===== src/rtl/pcx_pkg.sv =====
package pcx_pkg;
  localparam int CTRL_W     = 3;
  localparam int BIT_SPACE  = 0;
  localparam int BIT_SEG    = 1;
  localparam int BIT_NARROW = 2;

  typedef enum logic [1:0] {
    ST_IDLE   = 2'd0,
    ST_FIRST  = 2'd1,
    ST_SECOND = 2'd2
  } pcxState_t;

  typedef struct packed {
    logic load;
    logic phaseHi;
    logic capFirst;
    logic capSecond;
  } pcxStrobe_t;
endpackage


===== src/rtl/pcxCtrl.sv =====
module pcxCtrl
  import pcx_pkg::*;
#(
  parameter int REG_W = 8
) (
  input  logic             clk,
  input  logic             rstN,
  input  logic             regWrEn,
  input  logic [REG_W-1:0] regWrData,
  output logic [REG_W-1:0] regRdData,
  input  logic             reqValid,
  output logic             reqReady,
  input  logic             splitReq,
  input  logic             cardReady,
  output logic             cardCycle,
  output logic             doneValid,
  output logic             spaceSel,
  output logic             segBit,
  output logic             narrowMode,
  output pcxStrobe_t       strobe
);
  localparam int PAD_W = REG_W - CTRL_W;

  pcxState_t        state, stateNext;
  logic [CTRL_W-1:0] ctrlQ;
  logic              doneQ;

  always_comb begin
    stateNext = state;
    strobe    = '0;
    unique case (state)
      ST_IDLE: begin
        if (reqValid) begin
          strobe.load = 1'b1;
          stateNext   = ST_FIRST;
        end
      end
      ST_FIRST: begin
        if (cardReady) begin
          strobe.capFirst = 1'b1;
          stateNext       = splitReq ? ST_SECOND : ST_IDLE;
        end
      end
      ST_SECOND: begin
        strobe.phaseHi = 1'b1;
        if (cardReady) begin
          strobe.capSecond = 1'b1;
          stateNext        = ST_IDLE;
        end
      end
      default: stateNext = ST_IDLE;
    endcase
  end

  always_ff @(posedge clk) begin
    if (!rstN) begin
      state <= ST_IDLE;
      ctrlQ <= '0;
      doneQ <= 1'b0;
    end else begin
      state <= stateNext;
      doneQ <= (state != ST_IDLE) && (stateNext == ST_IDLE);
      if (regWrEn) ctrlQ <= regWrData[CTRL_W-1:0];
    end
  end

  assign reqReady   = (state == ST_IDLE);
  assign cardCycle  = (state != ST_IDLE);
  assign doneValid  = doneQ;
  assign spaceSel   = ctrlQ[BIT_SPACE];
  assign segBit     = ctrlQ[BIT_SEG];
  assign narrowMode = ctrlQ[BIT_NARROW];
  assign regRdData  = {{PAD_W{1'b0}}, ctrlQ};

  AST_DONE_PULSE: assert property (@(posedge clk) disable iff (!rstN)
    doneValid |=> !doneValid);
  AST_DONE_FREES_HOST: assert property (@(posedge clk) disable iff (!rstN)
    doneValid |-> (reqReady && !cardCycle));
  AST_BUSY_HOLDS: assert property (@(posedge clk) disable iff (!rstN)
    (cardCycle && !cardReady) |=> cardCycle);
  AST_RESERVED_ZERO: assert property (@(posedge clk) disable iff (!rstN)
    regRdData[REG_W-1:CTRL_W] == '0);
endmodule


===== src/rtl/pcxData.sv =====
module pcxData
  import pcx_pkg::*;
#(
  parameter int ADDR_W = 26,
  parameter int DATA_W = 16
) (
  input  logic              clk,
  input  logic              rstN,
  input  pcxStrobe_t        strobe,
  input  logic              active,
  input  logic              cardReady,
  input  logic [ADDR_W-1:0] reqOffset,
  input  logic              reqIsIo,
  input  logic              reqWide,
  input  logic              reqLittle,
  input  logic              reqWrite,
  input  logic [DATA_W-1:0] reqWData,
  input  logic              cardIs16,
  input  logic              spaceSel,
  input  logic              segBit,
  input  logic              narrowMode,
  input  logic [DATA_W-1:0] cardRData,
  output logic              splitReq,
  output logic [ADDR_W-1:0] cardAddr,
  output logic              cardSpaceSel,
  output logic              cardWrite,
  output logic [DATA_W-1:0] cardWData,
  output logic [DATA_W-1:0] doneRData
);
  localparam int LOW_W  = ADDR_W - 1;
  localparam int BYTE_W = DATA_W / 2;

  logic [ADDR_W-1:0] offQ;
  logic [DATA_W-1:0] wdQ, rdQ;
  logic              ioQ, wideQ, writeQ, splitQ, commonQ, segQ, narrowQ;
  logic [LOW_W-1:0]  lowAddr;

  always_ff @(posedge clk) begin
    if (!rstN) begin
      offQ    <= '0;
      wdQ     <= '0;
      rdQ     <= '0;
      ioQ     <= 1'b0;
      wideQ   <= 1'b0;
      writeQ  <= 1'b0;
      splitQ  <= 1'b0;
      commonQ <= 1'b0;
      segQ    <= 1'b0;
      narrowQ <= 1'b0;
    end else begin
      if (strobe.load) begin
        offQ    <= reqOffset;
        wdQ     <= reqWData;
        ioQ     <= reqIsIo;
        wideQ   <= reqWide;
        writeQ  <= reqWrite;
        splitQ  <= reqIsIo && reqWide && reqLittle && !cardIs16;
        commonQ <= !reqIsIo && spaceSel;
        segQ    <= segBit;
        narrowQ <= narrowMode;
      end
      if (strobe.capFirst) begin
        if (splitQ)     rdQ[BYTE_W-1:0] <= cardRData[BYTE_W-1:0];
        else if (wideQ) rdQ <= cardRData;
        else            rdQ <= {{BYTE_W{1'b0}}, cardRData[BYTE_W-1:0]};
      end
      if (strobe.capSecond) rdQ[DATA_W-1:BYTE_W] <= cardRData[BYTE_W-1:0];
    end
  end

  always_comb begin
    lowAddr = offQ[LOW_W-1:0] + LOW_W'(strobe.phaseHi);
    if (narrowQ && !commonQ) lowAddr[LOW_W-1] = 1'b0;
  end

  assign cardAddr     = {commonQ & segQ, lowAddr};
  assign cardSpaceSel = commonQ;
  assign cardWrite    = writeQ;
  assign cardWData    = !splitQ ? wdQ :
                        {{BYTE_W{1'b0}}, strobe.phaseHi ? wdQ[DATA_W-1:BYTE_W] : wdQ[BYTE_W-1:0]};
  assign splitReq     = splitQ;
  assign doneRData    = rdQ;

  AST_IO_SEL_LOW: assert property (@(posedge clk) disable iff (!rstN)
    (active && ioQ) |-> !cardSpaceSel);
  AST_TOP_LINE_NONCOMMON: assert property (@(posedge clk) disable iff (!rstN)
    (active && (ioQ || !cardSpaceSel)) |-> !cardAddr[ADDR_W-1]);
  AST_ADDR_HOLD: assert property (@(posedge clk) disable iff (!rstN)
    (active && !cardReady) |=> $stable(cardAddr));
  AST_SECOND_BYTE_ADDR: assert property (@(posedge clk) disable iff (!rstN)
    $rose(strobe.phaseHi) |->
      cardAddr[LOW_W-2:0] == $past(cardAddr[LOW_W-2:0]) + 1'b1);
  AST_SPLIT_ONLY_IO: assert property (@(posedge clk) disable iff (!rstN)
    strobe.phaseHi |-> ioQ);
endmodule


===== src/rtl/pcAddrXlate.sv =====
module pcAddrXlate
  import pcx_pkg::*;
#(
  parameter int ADDR_W = 26,
  parameter int DATA_W = 16,
  parameter int REG_W  = 8
) (
  input  logic              clk,
  input  logic              rstN,
  input  logic              regWrEn,
  input  logic [REG_W-1:0]  regWrData,
  output logic [REG_W-1:0]  regRdData,
  input  logic              reqValid,
  output logic              reqReady,
  input  logic [ADDR_W-1:0] reqOffset,
  input  logic              reqIsIo,
  input  logic              reqWide,
  input  logic              reqLittle,
  input  logic              reqWrite,
  input  logic [DATA_W-1:0] reqWData,
  output logic [ADDR_W-1:0] cardAddr,
  output logic              cardSpaceSel,
  output logic              cardCycle,
  output logic              cardWrite,
  output logic [DATA_W-1:0] cardWData,
  input  logic [DATA_W-1:0] cardRData,
  input  logic              cardReady,
  input  logic              cardIs16,
  output logic              doneValid,
  output logic [DATA_W-1:0] doneRData
);
  pcxStrobe_t strobe;
  logic       splitReq, spaceSel, segBit, narrowMode;

  pcxCtrl #(.REG_W(REG_W)) ctrl_i (
    .clk        (clk),
    .rstN       (rstN),
    .regWrEn    (regWrEn),
    .regWrData  (regWrData),
    .regRdData  (regRdData),
    .reqValid   (reqValid),
    .reqReady   (reqReady),
    .splitReq   (splitReq),
    .cardReady  (cardReady),
    .cardCycle  (cardCycle),
    .doneValid  (doneValid),
    .spaceSel   (spaceSel),
    .segBit     (segBit),
    .narrowMode (narrowMode),
    .strobe     (strobe)
  );

  pcxData #(.ADDR_W(ADDR_W), .DATA_W(DATA_W)) data_i (
    .clk          (clk),
    .rstN         (rstN),
    .strobe       (strobe),
    .active       (cardCycle),
    .cardReady    (cardReady),
    .reqOffset    (reqOffset),
    .reqIsIo      (reqIsIo),
    .reqWide      (reqWide),
    .reqLittle    (reqLittle),
    .reqWrite     (reqWrite),
    .reqWData     (reqWData),
    .cardIs16     (cardIs16),
    .spaceSel     (spaceSel),
    .segBit       (segBit),
    .narrowMode   (narrowMode),
    .cardRData    (cardRData),
    .splitReq     (splitReq),
    .cardAddr     (cardAddr),
    .cardSpaceSel (cardSpaceSel),
    .cardWrite    (cardWrite),
    .cardWData    (cardWData),
    .doneRData    (doneRData)
  );
endmodule


===== config.mk =====
export PLATFORM = sky130hd
export DESIGN_NAME = pcAddrXlate
export DESIGN_NICKNAME = d
export VERILOG_FILES = /design/src/rtl/pcx_pkg.sv /design/src/rtl/pcxCtrl.sv /design/src/rtl/pcxData.sv /design/src/rtl/pcAddrXlate.sv
export SDC_FILE = /design/constraint.sdc
export NUM_CORES = 1
export LEC_CHECK = 0
export ABC_AREA = 1
export BUFFER_PORTS_ARGS = -buffer_cell sky130_fd_sc_hd__buf_2
export CORE_ASPECT_RATIO = 1.75
export CORE_MARGIN = 8
export CORE_UTILIZATION = 53
export CTS_BUF_LIST = sky130_fd_sc_hd__clkbuf_8
export DETAILED_ROUTE_END_ITERATION = 10
export PLACE_DENSITY = 0.95
export SLEW_MARGIN = 0
export SYNTH_ARGS = -nofsm -noshare
export SYNTH_HDL_FRONTEND = slang
export SYNTH_SLANG_ARGS = --single-unit

===== constraint.sdc =====
create_clock -name clk -period 4.5 [get_ports clk]
set_input_delay 0.9 -clock clk [delete_from_list [all_inputs] [get_ports clk]]
set_output_delay 0.9 -clock clk [all_outputs]
set_load 0.01 [all_outputs]

==> metrics.txt <==
Setup Skew 13.3 ps; number of port buffers 135; antenna-violating nets left 0; core area 0.00644 sq mm; fin area 0.00431 sq mm; TritonRoute pass-1 iters 5; post-cts sizing count 0; reg-to-reg endpoint data_i.offQ[12]$_SDFFE_PN0P_; reg2reg start ctrl_i.state[1]$_SDFF_PN0_; Hold Path Sink data_i.doneRData[8]$_SDFFE_PN0P_; Worst setup EP type output port; hold wc startpoint data_i.doneRData[8]$_SDFFE_PN0P_; DR iter-0 viols 197; CP Max Fanout 4; CP max-delay cell dfxtp_1; most common cell in the netlist nor2_1; EDFF count, synth 0; fmax about 0.31 GHz; ANT cells 0; Post-CTS Hold Buffers 0; Critical Path RT 3600 ps; crit path time final 3260 ps; vias in the first global route 3702; htree depth 3; Crit path max-delay family simple AND/OR/NAND/NOR gates; dpl cell area between 0.004 and 0.005 sq mm; area leader, netlist dfxtp_1; worst path cell trace nand2_2 > inv_2 > ha_1 > ha_1 > nand3_2 > nor2_2 > nand3_1 > xnor2_1 > buf_2; final cycle utilization of the critical path 0.725; largest net degree at the start of global routing 62; Layout area overhead 24.4%; worst-margin pin slew 972 ps; clk_lat worst skew 340 ps; static leakage 2.10 nW; GRT Total Usage 0.212; FF+latch count, synth approximately 70; nature of the critical path startpoint flop; Die Y between 100 and 150 um; top post-synthesis cells by area dfxtp_1 40%, nor2_1 14%, nand2_1 10%; Yosys cell types 31; Rows 39; Root Driver clkbuf_8; postcts setup bufs 0; CP arrival ~2400 ps; post-DP HPWL 8.27 mm; cell mode on critical path ha_1; CP Buf/Inv Count 2; WL final between 10 and 15 mm; chip width 77.1 um; Placer Congestion 0.964; number of setup violations in the final report 0; Cell Pwr Density approximately 330 mW/mm^2; max-slew violations 0; DRC 0; Netlist Area Pre-Place 0.00346 sq mm; worst hold stages 2; Slew headroom 0.350; Final Util 0.668; top cells by count, synth 128 x nor2_1, 92 x nand2_1, 69 x dfxtp_1; layout net count 707; CP max stage delay 430 ps; total CTS buffers 9; via count between 3000 and 4000; Fin. Hold Viols 0; syn_area_per_cell just under 7 sq um; Reg2Reg Depth 5; top-area cell type share of the netlist area 0.399; initial antenna violation count 0; reg2reg setup slack 2340 ps; Post-synth ARST share 0; DR vias/cell around 5.2; io pins 147; Fin Setup TNS 0 ps; CTS tree built; WS Path Type reg2out; share of cells above drive strength 1 0.281; grt total ovfl 0; max-cap viol count 0; die footprint about 0.0095 sq mm; Hold Crit Class reg2reg; worst IR drop on VDD between 0.2 and 0.3 mV; Top FF cell, synth dfxtp_1; Initial Util 0.537; status finished clean; sequential area share after synthesis 0.399; synth warn 0; first-pass GRT wire length 16.1 mm; Worst-path clk slew approximately 70 ps; clock sinks about 70; RSZ-0062 raised after global routing false; wire length per cell 14.4 um; Syn Inst Count 506; Longest Clk Path Bufs 2
[layout make-up]
| class | count | area (sq um) |
|---|---|---|
| repair buffers | 136 | 683 |
| flip-flops and latches | 69 | 1380 |
| inverters | 31 | 119 |
| multi-input cells | 382 | 1830 |
| clock inverters | 4 | 41.3 |
| fillers | 581 | 2140 |
| well taps | 82 | 103 |
| clock buffers | 11 | 151 |
[state kept, by name (all words and copies together), names as in the netlist, 2 cells and up]
| register | cells |
|---|---|
| data_i.offQ | 25 |
| data_i.doneRData | 16 |
| ctrl_i.state | 2 |
| ctrl_i.ctrlQ | 3 |
| data_i.wdQ | 16 |
[how the worst max path moves through the flow]
stage                          startpoint            to  cells after the start  slack [ps]
5_1_grt        ctrl_i.state[1]$_SDFF_PN0_  cardAddr[14]                      9        1050
3_3_place_gp   ctrl_i.state[1]$_SDFF_PN0_  cardAddr[14]                      9        1670
2_1_floorplan  ctrl_i.state[1]$_SDFF_PN0_  cardAddr[16]                      9        1900
3_5_place_dp   ctrl_i.state[1]$_SDFF_PN0_  cardAddr[14]                      9        1600
4_1_cts        ctrl_i.state[1]$_SDFF_PN0_  cardAddr[14]                      9        1210
6_report       ctrl_i.state[1]$_SDFF_PN0_  cardAddr[14]                      9        1240
[per-stage QoR]
step / instances / hold slack [ps] / total power, mW / setup WS (ps)
after floorplan: 510 / 450 / 0.833 / 1900
final: 715 / 485 / 1.40 / 1240
after CTS: 715 / 484 / 1.41 / 1210
after global routing: 715 / 504 / 1.47 / 1050
after detailed placement: 700 / 473 / 0.929 / 1600
after global placement: 700 / 458 / 0.919 / 1670
[worst min-delay path, stage by stage (launching register included)]
cell	delay, ps
dfxtp_1	310
nand3_1	70
a21oi_1	60
[power breakdown]
part	leakage, nW	internal [mW]	switching (mW)
clock	0.109	0.277	0.211
combinational	1.42	0.0910	0.135
sequential	0.569	0.653	0.0355
total	2.10	1.02	0.381
[cell families (layout without fill, tap and decap cells)]
family | Yosys count | in the layout | share of synthesized area
AND/OR/NAND/NOR | 264 | 264 | 0.336
other | 1 | 5 | 0.00108
AO/OA/AOI/OAI | 96 | 96 | 0.141
adder cells (fa/ha/maj) | 2 | 2 | 0.00723
XOR/XNOR | 15 | 15 | 0.0380
buffers and inverters | 59 | 182 | 0.0770
flip-flops | 69 | 69 | 0.399
[placed cells by master (no fill, tap or decap), types with 4 or more instances in the layout]
cell	count
buf_2	135
a21oi_1	22
xor2_1	9
xnor2_1	6
nand3b_1	6
nor2_4	4
conb_1	5
nand2_1	92
o21ai_1	12
inv_1	27
clkbuf_8	11
nor2_1	128
dfxtp_1	69
o21ai_0	59
nor2_2	5
nand2_2	8
nand3_1	14
inv_2	5
[metal layers]
metal	global-route usage	vias up	share of wire	wire length, um
met2	0.404	147	0.54	5540
met3	0.0777	25	0.078	802
met5	0	-	0	0
li1	-	1836	-	-
met1	0.183	1691	0.36	3670
met4	0.132	0	0.030	313
Note: power is estimated with default switching activity, not from simulation.
